**src/rtl/tune_search_pkg.sv**
```systemverilog
package tune_search_pkg;

    typedef enum logic [2:0] {
        TS_IDLE,
        TS_APPLY,
        TS_TEST,
        TS_NEXT,
        TS_DECIDE,
        TS_FINAL
    } ts_state_e;

    typedef enum logic [1:0] {
        AP_IDLE,
        AP_REQ,
        AP_GAP
    } ap_state_e;

    typedef struct packed {
        logic valid;
        logic ok;
    } ap_result_t;

    // middle of a passing run given its exclusive end and its length
    function automatic int unsigned window_centre(input int unsigned run_end,
                                                  input int unsigned run_len);
        return run_end - run_len / 2;
    endfunction

endpackage

```
**src/rtl/tune_apply_seq.sv**
```systemverilog
module tune_apply_seq
    import tune_search_pkg::*;
#(
    parameter int REPEAT  = 2,
    parameter int TIMEOUT = 16
) (
    input  logic       clk,
    input  logic       rst,
    input  logic       go,
    input  logic       apply_ack,
    output logic       apply_req,
    output ap_result_t res
);
    localparam int REP_W = $clog2(REPEAT + 1);
    localparam int TMO_W = $clog2(TIMEOUT + 1);

    ap_state_e      st;
    logic [REP_W-1:0] rep;
    logic [TMO_W-1:0] tmr;

    always_ff @(posedge clk) begin
        if (rst) begin
            st  <= AP_IDLE;
            rep <= '0;
            tmr <= '0;
            res <= '0;
        end else begin
            res.valid <= 1'b0;
            case (st)
                AP_IDLE: if (go) begin
                    st  <= AP_REQ;
                    rep <= '0;
                    tmr <= '0;
                end
                AP_REQ: begin
                    if (apply_ack) begin
                        tmr <= '0;
                        if (rep == REP_W'(REPEAT - 1)) begin
                            st  <= AP_IDLE;
                            res <= '{valid: 1'b1, ok: 1'b1};
                        end else begin
                            rep <= rep + 1'b1;
                            st  <= AP_GAP;
                        end
                    end else if (tmr == TMO_W'(TIMEOUT - 1)) begin
                        st  <= AP_IDLE;
                        res <= '{valid: 1'b1, ok: 1'b0};
                    end else begin
                        tmr <= tmr + 1'b1;
                    end
                end
                AP_GAP:  st <= AP_REQ;
                default: st <= AP_IDLE;
            endcase
        end
    end

    assign apply_req = (st == AP_REQ);

    AST_REQ_DROPS_AFTER_ACK: assert property (@(posedge clk) disable iff (rst)
        apply_req && apply_ack |=> !apply_req);
    AST_RESULT_AFTER_REQ: assert property (@(posedge clk) disable iff (rst)
        res.valid |-> $past(apply_req));

endmodule

```
**src/rtl/tune_streak_trk.sv**
```systemverilog
module tune_streak_trk #(
    parameter int IDX_W = 6,
    parameter int CNT_W = 6
) (
    input  logic             clk,
    input  logic             rst,
    input  logic             clr,
    input  logic             step_en,
    input  logic             step_pass,
    input  logic [IDX_W-1:0] step_idx,
    output logic [CNT_W-1:0] best_len,
    output logic [CNT_W-1:0] best_end
);
    logic [CNT_W-1:0] cur_len;
    logic [CNT_W-1:0] cur_next;

    assign cur_next = cur_len + CNT_W'(1);

    always_ff @(posedge clk) begin
        if (rst || clr) begin
            cur_len  <= '0;
            best_len <= '0;
            best_end <= '0;
        end else if (step_en) begin
            if (step_pass) begin
                cur_len <= cur_next;
                if (cur_next > best_len) begin
                    best_len <= cur_next;
                    best_end <= CNT_W'(step_idx) + CNT_W'(1);
                end
            end else begin
                cur_len <= '0;
            end
        end
    end

    AST_BEST_COVERS_RUN: assert property (@(posedge clk) disable iff (rst)
        best_len >= cur_len);
    AST_FAIL_CLEARS_RUN: assert property (@(posedge clk) disable iff (rst)
        step_en && !step_pass && !clr |=> cur_len == '0);

endmodule

```
**src/rtl/tune_search.sv**
```systemverilog
module tune_search
    import tune_search_pkg::*;
#(
    parameter int TUNE_W       = 6,
    parameter int SWEEP_LEN    = 40,
    parameter int APPLY_REPEAT = 2,
    parameter int ACK_TIMEOUT  = 16,
    parameter int OPC_W        = 6,
    parameter int TUNE_OPCODE  = 21
) (
    input  logic              clk,
    input  logic              rst,
    input  logic              start,
    input  logic [OPC_W-1:0]  opcode,
    output logic              done,
    output logic              error,
    output logic [TUNE_W-1:0] tune_val,
    output logic              apply_req,
    input  logic              apply_ack,
    output logic              test_req,
    input  logic              test_done,
    input  logic              test_pass
);
    localparam int                CNT_W  = $clog2(SWEEP_LEN + 1);
    localparam logic [TUNE_W-1:0] LAST_V = TUNE_W'(SWEEP_LEN - 1);

    ts_state_e         st;
    logic [TUNE_W-1:0] idx;
    logic [TUNE_W-1:0] tune_q;
    logic              done_q, err_q, test_q;
    logic              ap_go, trk_clr, step_en, step_pass;
    ap_result_t        ap_res;
    logic [CNT_W-1:0]  best_len, best_end;

    tune_apply_seq #(.REPEAT(APPLY_REPEAT), .TIMEOUT(ACK_TIMEOUT)) u_apply (
        .clk(clk), .rst(rst), .go(ap_go), .apply_ack(apply_ack),
        .apply_req(apply_req), .res(ap_res)
    );

    tune_streak_trk #(.IDX_W(TUNE_W), .CNT_W(CNT_W)) u_trk (
        .clk(clk), .rst(rst), .clr(trk_clr), .step_en(step_en),
        .step_pass(step_pass), .step_idx(idx),
        .best_len(best_len), .best_end(best_end)
    );

    always_ff @(posedge clk) begin
        if (rst) begin
            st        <= TS_IDLE;
            idx       <= '0;
            tune_q    <= '0;
            done_q    <= 1'b0;
            err_q     <= 1'b0;
            test_q    <= 1'b0;
            ap_go     <= 1'b0;
            trk_clr   <= 1'b0;
            step_en   <= 1'b0;
            step_pass <= 1'b0;
        end else begin
            done_q  <= 1'b0;
            ap_go   <= 1'b0;
            trk_clr <= 1'b0;
            step_en <= 1'b0;
            case (st)
                TS_IDLE: if (start && !done_q) begin
                    if (opcode != OPC_W'(TUNE_OPCODE)) begin
                        err_q  <= 1'b1;
                        done_q <= 1'b1;
                    end else begin
                        err_q   <= 1'b0;
                        idx     <= '0;
                        tune_q  <= '0;
                        trk_clr <= 1'b1;
                        ap_go   <= 1'b1;
                        st      <= TS_APPLY;
                    end
                end
                TS_APPLY: if (ap_res.valid) begin
                    if (ap_res.ok) begin
                        test_q <= 1'b1;
                        st     <= TS_TEST;
                    end else begin
                        step_en   <= 1'b1;
                        step_pass <= 1'b0;
                        st        <= TS_NEXT;
                    end
                end
                TS_TEST: if (test_done) begin
                    test_q    <= 1'b0;
                    step_en   <= 1'b1;
                    step_pass <= test_pass;
                    st        <= TS_NEXT;
                end
                TS_NEXT: begin
                    if (idx == LAST_V) begin
                        st <= TS_DECIDE;
                    end else begin
                        idx    <= idx + 1'b1;
                        tune_q <= idx + 1'b1;
                        ap_go  <= 1'b1;
                        st     <= TS_APPLY;
                    end
                end
                TS_DECIDE: begin
                    if (best_len == '0) begin
                        err_q  <= 1'b1;
                        done_q <= 1'b1;
                        st     <= TS_IDLE;
                    end else begin
                        tune_q <= TUNE_W'(window_centre(int'(best_end), int'(best_len)));
                        ap_go  <= 1'b1;
                        st     <= TS_FINAL;
                    end
                end
                TS_FINAL: if (ap_res.valid) begin
                    err_q  <= !ap_res.ok;
                    done_q <= 1'b1;
                    st     <= TS_IDLE;
                end
                default: st <= TS_IDLE;
            endcase
        end
    end

    assign done     = done_q;
    assign error    = err_q;
    assign tune_val = tune_q;
    assign test_req = test_q;

    AST_TUNE_IN_RANGE: assert property (@(posedge clk) disable iff (rst)
        apply_req |-> tune_val <= LAST_V);
    AST_REQ_EXCLUSIVE: assert property (@(posedge clk) disable iff (rst)
        !(apply_req && test_req));
    AST_DONE_ONE_CYCLE: assert property (@(posedge clk) disable iff (rst)
        done |=> !done);
    AST_ERROR_QUIET: assert property (@(posedge clk) disable iff (rst)
        done && error |-> !apply_req && !test_req);
    AST_RESULT_HELD: assert property (@(posedge clk) disable iff (rst)
        st == TS_IDLE && !start |=> $stable(tune_val) && $stable(error));

endmodule

```
**config.mk**
```make
export PLATFORM = sky130hd
export DESIGN_NAME = tune_search
export DESIGN_NICKNAME = d
export VERILOG_FILES = /design/src/rtl/tune_search_pkg.sv /design/src/rtl/tune_apply_seq.sv /design/src/rtl/tune_streak_trk.sv /design/src/rtl/tune_search.sv
export SDC_FILE = /design/constraint.sdc
export NUM_CORES = 1
export LEC_CHECK = 0
export CAP_MARGIN = 0
export CORE_MARGIN = 5
export CORE_UTILIZATION = 38
export CTS_BUF_LIST = sky130_fd_sc_hd__clkbuf_16
export DETAILED_ROUTE_END_ITERATION = 8
export DONT_BUFFER_PORTS = 1
export GPL_TIMING_DRIVEN = 0
export HOLD_SLACK_MARGIN = 0.12
export PLACE_DENSITY = 0.57
export SKIP_CTS_REPAIR_TIMING = 1
export SYNTH_ARGS = -nofsm -noshare
export SYNTH_HDL_FRONTEND = slang
export SYNTH_SLANG_ARGS = --single-unit
```
**constraint.sdc**
```tcl
create_clock -name clk -period 7.03 [get_ports clk]
set_clock_uncertainty 0.1 [all_clocks]
set_input_delay 0.703 -clock clk [delete_from_list [all_inputs] [get_ports clk]]
set_output_delay 0.703 -clock clk [all_outputs]
set_load 0.005 [all_outputs]
```
## Yosys cells after proc, flatten, opt, wreduce, memory -nomap -nowiden

Cells that the tools add are included.

- Bits in registers: 51
- Logic and storage cells: 137

- Multiplexer cells: 58
- Bitwise gates (word level): 2
- Reduce and logical (&&, ||, !) cells: 26
- Add/subtract/negate cells: 5
- Eq/ne operators: 27
- Order comparisons: 1

Operators with widths:

| operator | count |
|---|---|
| $mux 6 | 5 |
| $mux 1 | 21 |
| $mux 3 | 7 |
| $mux 2 | 10 |
| $reduce_and 4->1 | 5 |
| $ne 2x2->1 const B | 9 |
| $pmux 3 s6 | 1 |
| $pmux 6 s3 | 1 |
| $mux 5 | 3 |
| $add 6x1->6 const B | 2 |
| $pmux 6 s2 | 1 |
| $ne 2x1->1 const B | 5 |
| $pmux 5 s2 | 1 |
| $reduce_and 5->1 | 2 |
| $pmux 1 s3 | 3 |
| $reduce_and 3->1 | 3 |
| $reduce_bool 2->1 | 4 |
| $eq 3x2->1 const B | 2 |
| $eq 3x3->1 const B | 2 |
| $eq 6x6->1 const B | 1 |
| $gt 6x6->1 | 1 |
| $logic_not 6->1 | 1 |
| $ne 6x5->1 const B | 1 |
| $pmux 1 s2 | 3 |
| 20 further kinds | 25 |

## Logic depth before layout (Yosys ltp)

Gate-level depths: netlist (run 1).

- Depth in word-level cells: 4
- Depth in mapped cells: 10
- Gate-level depth less buffers: 9

## Cells and area by module

Synthesis (run 1) repeated with hierarchy kept, for this count alone.

- Cells, all modules: 347
- Area, all modules: 3017.9 sq um

Modules (own cells, without submodules):

| module | cells an instance | instances | area each (sq um) | seq. area each (sq um) |
|---|---|---|---|---|
| tune_search | 165 | 1 | 1356.3 | 440.4 |
| tune_streak_trk | 116 | 1 | 1048.5 | 360.3 |
| tune_apply_seq | 66 | 1 | 613.1 | 220.2 |

## Worst setup path before layout (run 1)

Ideal clock, no wire load.

- Path type: reg-to-reg
- From: register u_trk.cur_len[0]
- To: register u_trk.best_end[1]
- Required time: 6.802 ns
- Path buffers: 1
- Slack: 4.549 ns
- Arrival time: 2.253 ns
- Stages on the path, launching flop included: 11
- Library setup time: 0.128 ns
- Cell sequence: dfxtp_1 > ha_1 > nand3_1 > xnor2_1 > ha_1 > and4_4 > a31o_1 > a31oi_4 > buf_12 > mux2i_1 > nor2_1

- Cells in the longest elaborated chain, start to end: 3

RTL lines:

| element | line | RTL |
|---|---|---|
| from (decl) | tune_streak_trk.sv:14 | `logic [CNT_W-1:0] cur_len;` |
| from (signal assigned) | tune_streak_trk.sv:26 | `cur_len <= cur_next;` |
| $add 6x1->6 | tune_streak_trk.sv:17 | `assign cur_next = cur_len + CNT_W'(1);` |
| named net u_trk.cur_next[4] | tune_streak_trk.sv:15 | `logic [CNT_W-1:0] cur_next;` |
| $gt 6x6->1 | tune_streak_trk.sv:27 | `if (cur_next > best_len) begin` |
| $reduce_and 3->1 (no source line) | n/a |  |
| to (signal assigned) | tune_streak_trk.sv:29 | `best_end <= CNT_W'(step_idx) + CNT_W'(1);` |
| to (decl) | tune_streak_trk.sv:12 | `output logic [CNT_W-1:0] best_end` |

The timed path passes the listed nets, and every way through them passes these cells.
A chain may end at the register's enable or synchronous reset.

## Worst setup path after layout (run 1)

Ends and elaborated chain as after synthesis.

==> flow_summary.ini, run 1 <==
[outcome]
outcome = finished clean

[power_and_ir_drop]
pwr-share-clk = 0.488
power_frac_seq = 0.463
powerDensity_mw_per_mm2 = 204
p_leak_nw = 1.12
ir_drop_mv = 0.0809
sw_frac_of_total = 0.202
p_int_mw = 0.505
switchingPower_mw = 0.128
pwr-share-comb = 0.049

[worst_setup_path]
crit_slowest_cell = dfxtp_1
worstSetupPathType = register to register
crit_required_ns = 7.09
cpMostUsedCell = ha_1
cp.arrival_ns = 2.90
critPathMaxStageDelay_ns = 0.45
cp-start-kind = register
path_cells = ha_1 -> nand3_1 -> xnor2_1 -> ha_1 -> and4_4 -> a31o_1 -> a31oi_4 -> buf_12 -> mux2i_1 -> nor2_1
worstSetupEndpointType = register
path_buf_inv = 1
crit_family = compound AO/OA/AOI/OAI gates
cp_max_fo = 10

[floorplan]
row_count = 31
die_w_microns = 95.7
start_util = 0.387
io_pins = 22
core_sq_mm = 0.00721
die_area_sq_mm = 0.00916
die_h_microns = 95.7

[placement]
dp_hpwl_microns = 4650
io_buffers = 0
place_congestion = 0.801
dpl_cell_area_sq_mm = 0.00292

[detailed_routing]
post_drt_wl_per_cell_microns = 14.5
ant_nets = 0
drt-vias-per-instance = 5.27
drt_iter0_markers = 113
drcViolationCount = 0
wirelength_microns = 6210
drt_first_pass_iters = 4
vias = 2251

[synthesis]
seq_area_frac_synth = 0.366
synth_area_leaders = dfxtp_1, ha_1, nor2_1, a21oi_1, mux2i_1
synthesis.nets = 349
synth.avg_cell_area_sq_um = 8.73
ys_types = 59
synth_edf_count = 0
syn_inst = 320
synth-main-ff-cell = dfxtp_1
async_reset_ff_frac = 0
yosys_register_bits = 51
yosysWarnings = 0
yosys.area.top_type = dfxtp_1
synth_area_sq_mm = 0.00279
synth_top_area_frac = 0.366

[global_route]
grt_use_met3 = 0.0289
grt_usage = 0.147
antenna_found_initial = 0
grt_pass1_wl_microns = 10500
met1_usage = 0.188
busiest_layer = met2
global_route.usage.met2 = 0.244
gr-total-overflow = 0
grt_pass1_vias = 2181
grt_start_max_net_pins = 16

[final_layout]
synthToLayoutAreaGrowth_pct = 11.2
n_fill_cell = 738
final_area_sq_mm = 0.00311
final_util = 0.430
antenna_cells = 0
drive_gt1_frac = 0.0945
nNetsFinal = 356

[sta]
rsz0062_at_grt = false
slew_viol_final = 0
fmax_mhz = 352
setup_violations = 0
post-route-min-period_ns = 2.84
hold_viol = 0
maxSlewHeadroom = 0.608
worst_pin_slew_ns = 0.588
period_share = 0.404
timing.setup.tns_ns = 0

[cts]
cts.sinks = 51
clock_latency_ns = 0.29
clk_path_buf_depth = 2
h-tree-depth = 2
tritoncts = built
path_clk_slew_ns = 0.07
clockRootBuffer = clkbuf_16
numCtsBuffers = 5

[job]
maxCapViolations = 0

[hold_path]
hp-class = register to register
[tightest hold or removal path, delay by kind of cell (launching register included)]
| kind | cells | cell delay, ns |
|---|---|---|
| DFF | 1 | 0.33 |
| and+or+nand+nor | 1 | 0.07 |
| muxes | 1 | 0.06 |
[state kept, by name, summed over array words and instances, names as in the netlist, 2 cells and up]
register	cells
u_trk.best_end	6
u_apply.tmr	5
tune_val	6
u_apply.st	2
u_apply.rep	2
u_trk.cur_len	6
idx	6
u_trk.best_len	6
u_apply.res	2
st	3
[power by group through the flow]
stage               registers, mW  logic [mW]  clock network, mW
CTS                         0.293      0.0316              0.319
global placement            0.300      0.0309                  0
global route                0.293      0.0353              0.329
finish                      0.293      0.0312              0.309
detailed placement          0.300      0.0312                  0
floorplan                   0.299      0.0242                  0
[cells by family after synthesis]
logic type | Yosys count | share of synthesized area
compound gates | 77 | 0.198
xor+xnor | 12 | 0.0376
fa+ha+maj | 17 | 0.0789
buf+inv | 27 | 0.0470
flops | 51 | 0.366
mux | 13 | 0.0479
simple gates | 123 | 0.225
[metal layers]
metal	vias to the layer above	share of wire
met5	-	0
met4	0	0.016
met3	9	0.022
met2	21	0.50
met1	1067	0.47
li1	1154	-
[cell usage in the layout, fill, tap and decap left out, types with 3 or more instances in the layout]
cell type / n
and3_1: 3
a211oi_2: 3
nor2_1: 52
nor2b_1: 13
nor2_2: 4
nand3_1: 8
a22oi_1: 7
nor3_1: 11
buf_2: 5
ha_1: 16
o21a_1: 3
mux2_2: 3
a21o_1: 4
clkbuf_16: 5
a211oi_1: 9
nand2_1: 8
xor2_1: 4
o21bai_1: 4
nand3b_1: 3
clkbuf_1: 6
o21ai_0: 8
xnor2_1: 8
nand2b_1: 4
a21oi_1: 22
mux2i_1: 10
inv_1: 14
dfxtp_1: 51
[final timing paths]
check             slack, ns                      startpoint  cells after the start                             end
hold / removal         0.40  u_trk.best_len[3]$_SDFFE_PP0P_                      2  u_trk.best_len[3]$_SDFFE_PP0P_
hold reg to reg        0.40  u_trk.best_len[3]$_SDFFE_PP0P_                      2  u_trk.best_len[3]$_SDFFE_PP0P_
setup / recovery       4.19   u_trk.cur_len[0]$_SDFFE_PP0P_                     10  u_trk.best_end[1]$_SDFFE_PP0P_
setup reg to reg       4.19   u_trk.cur_len[0]$_SDFFE_PP0P_                     10  u_trk.best_end[1]$_SDFFE_PP0P_
[synth_stat cells, drive strengths merged (3+ instances only)]
| cell | instances |
|---|---|
| xnor2 | 8 |
| nor2 | 56 |
| buf | 8 |
| a31oi | 3 |
| nand2 | 8 |
| xor2 | 4 |
| o21ai | 9 |
| o21a | 3 |
| nand3b | 3 |
| nand3 | 8 |
| and3 | 3 |
| o21bai | 4 |
| a22oi | 7 |
| a21o | 4 |
| nor2b | 13 |
| ha | 16 |
| a21oi | 22 |
| dfxtp | 51 |
| inv | 13 |
| mux2 | 3 |
| nor3 | 11 |
| nand2b | 4 |
| a211oi | 12 |
| mux2i | 10 |
| clkbuf | 6 |
[through the flow]
| step | hold slack (ns) | instances | worst slack, ns | total power [mW] |
|---|---|---|---|---|
| floorplan | 0.354 | 320 | 4.55 | 0.324 |
| global placement | 0.366 | 419 | 4.21 | 0.331 |
| detailed placement | 0.383 | 419 | 4.19 | 0.331 |
| CTS | 0.399 | 427 | 4.17 | 0.644 |
| global route | 0.428 | 427 | 4.00 | 0.658 |
| finish | 0.396 | 427 | 4.19 | 0.633 |
[area by class of cell]
| class | instances | area, sq um | area share |
|---|---|---|---|
| multi-input cells | 242 | 1640 | 0.528 |
| clock inverters | 3 | 63.8 | 0.0205 |
| inverters | 13 | 48.8 | 0.0157 |
| well taps | 99 | 124 | 0.0399 |
| plain buffers | 14 | 82.6 | 0.0266 |
| clock buffers | 5 | 125 | 0.0403 |
| flip-flops and latches | 51 | 1020 | 0.329 |
(Power assumes the default switching activity.)
==> run 2: changes to the inputs <==
--- a/config.mk
+++ b/config.mk
@@ -13,7 +13,7 @@
 export DONT_BUFFER_PORTS = 1
 export GPL_TIMING_DRIVEN = 0
 export HOLD_SLACK_MARGIN = 0.12
-export PLACE_DENSITY = 0.57
+export PLACE_DENSITY = 0.59
 export SKIP_CTS_REPAIR_TIMING = 1
 export SYNTH_ARGS = -nofsm -noshare
 export SYNTH_HDL_FRONTEND = slang
==> constraint.sdc (replaced) <==
create_clock -name clk -period 2.6 [get_ports clk]
set_clock_uncertainty 0.1 [all_clocks]
set_input_delay 0.26 -clock clk [delete_from_list [all_inputs] [get_ports clk]]
set_output_delay 0.26 -clock clk [all_outputs]
set_load 0.005 [all_outputs]
==> run 2 against run 1 <==
Worst hold slack got worse by 0.29 ns; die area did not move; worst setup slack got worse by 4.2 ns; maximum frequency rose by 10%; register-to-register slack got worse by 4.2 ns; combinational power rose to 2.8 times the previous value.
==> flow_summary.ini, run 2 (same netlist as run 1, synthesis figures left out) <==
[worst_setup_path]
critPathMaxStageDelay_ns = 0.39
crit_slowest_cell = dfxtp_4
cp_max_fo = 6
path_buf_inv = 1
path_cells = ha_2 -> nand3_2 -> xnor2_2 -> ha_1 -> and4_4 -> a31o_1 -> a31oi_4 -> buf_4 -> mux2i_1 -> nor2_1
worstSetupPathType = register to register
crit_family = compound AO/OA/AOI/OAI gates
cp-start-kind = register
crit_required_ns = 2.66
cp.arrival_ns = 2.63
r2r_slack_ns = 0.03
worstSetupEndpointType = register

[global_route]
grt_start_max_net_pins = 17
global_route.usage.met2 = 0.242
grt_pass1_wl_microns = 10400
gr-total-overflow = 0
grt_pass1_vias = 2175
grt_use_met3 = 0.0297
busiest_layer = met2
met1_usage = 0.186
antenna_found_initial = 0
grt_usage = 0.144

[floorplan]
io_pins = 22
die_h_microns = 95.7
die_w_microns = 95.7
core_sq_mm = 0.00721
die_area_sq_mm = 0.00916
start_util = 0.387
row_count = 31

[sta]
fmax_mhz = 389
slew_viol_final = 0
setup_violations = 0
layout_setup_ws_ns = 0.0272
post-route-min-period_ns = 2.57
maxSlewHeadroom = 0.628
hold_viol = 0
worst_pin_slew_ns = 0.557
period_share = 0.990
timing.setup.tns_ns = 0

[final_layout]
drive_gt1_frac = 0.158
final_area_sq_mm = 0.00327
nNetsFinal = 369
layout_commonest_cell = nor2_1
mostFrequentLayoutCells = nor2_1, dfxtp_1, a21oi_1, ha_1
synthToLayoutAreaGrowth_pct = 17.2
n_fill_cell = 726
antenna_cells = 0
finalNonFillerCells = 440

[detailed_routing]
ant_nets = 0
drt-vias-per-instance = 5.27
vias = 2319
post_drt_wl_per_cell_microns = 14.7
drcViolationCount = 0
drt_iter0_markers = 97
drt_first_pass_iters = 4
wirelength_microns = 6480

[hold_path]
hp-class = input port to register

[cts]
numCtsBuffers = 5
clockRootBuffer = clkbuf_16
clock_latency_ns = 0.29
path_clk_slew_ns = 0.07
clk_path_buf_depth = 2
h-tree-depth = 2
cts.sinks = 51
tritoncts = built

[placement]
place_congestion = 0.832
dp_hpwl_microns = 4730
dpl_cell_area_sq_mm = 0.00292
io_buffers = 0
pre_cts_ws_ns = -0.163
place_inst = 419

[power_and_ir_drop]
ir_drop_mv = 0.359
powerDensity_mw_per_mm2 = 497
p_leak_nw = 1.20

[outcome]
outcome = finished clean

[job]
maxCapViolations = 0
## run 2: cell types whose count changed in the layout (fill, tap and decap cells not counted), sizes merged
cell         previous run  this run
dlygate4sd3             0         3
clkbuf                 11        12
bufinv                  2         1
inv                    14        13
clkinv                  0         2
buf                     8        17
## run 2: worst paths after layout
kind / startpoint / endpoint / depth (start not counted)
worst max-delay path: u_trk.cur_len[0]$_SDFFE_PP0P_ / u_trk.best_len[1]$_SDFFE_PP0P_ / 10
worst min-delay path: apply_ack / u_apply.tmr[0]$_SDFFE_PP0P_ / 3
worst min register to register: u_apply.tmr[4]$_SDFFE_PP0P_ / u_apply.tmr[4]$_SDFFE_PP0P_ / 2
worst max register to register: u_trk.cur_len[0]$_SDFFE_PP0P_ / u_trk.best_len[1]$_SDFFE_PP0P_ / 10
## run 2: stage by stage
step / util / power, mW / hold WS [ns]
finish: 0.454 / 1.63 / 0.103
floorplan: - / 0.875 / 0.320
global route: 0.454 / 1.69 / 0.125
global placement: 0.404 / 0.894 / 0.335
CTS: 0.428 / 1.64 / 0.0336
detailed placement: 0.404 / 0.894 / 0.332
## run 2: area by class of cell
cell class / instances / area (sq um) / share of cell area
Multi-Input combinational cell: 242 / 1680 / 0.513
Sequential cell: 51 / 1030 / 0.316
Timing Repair Buffer: 13 / 135 / 0.0413
Clock buffer: 5 / 125 / 0.0382
Tap cell: 99 / 124 / 0.0378
Buffer: 14 / 82.6 / 0.0252
Inverter: 13 / 48.8 / 0.0149
Clock inverter: 3 / 43.8 / 0.0134
## run 2: routing by layer
metal,wire length [microns],share of wire
met1,2940,0.45
met5,0,0
met2,3130,0.48
met3,306,0.047
met4,95,0.015
## run 2: power breakdown
group          total (mW)  switching [mW]  internal (mW)
combinational      0.0886          0.0563         0.0323
clock               0.749           0.295          0.454
sequential          0.789         0.00388          0.785
## run 2: worst register-to-register path, delay by kind of cell, from the launching register on
family / cells / cell delay [ns]
AOI/OAI and AO/OA: 2 / 0.50
xor gates and xnor gates: 1 / 0.21
adders and majority gates: 2 / 0.50
buffers and inverters: 1 / 0.19
DFF: 1 / 0.39
muxes: 1 / 0.20
and+or+nand+nor: 3 / 0.36
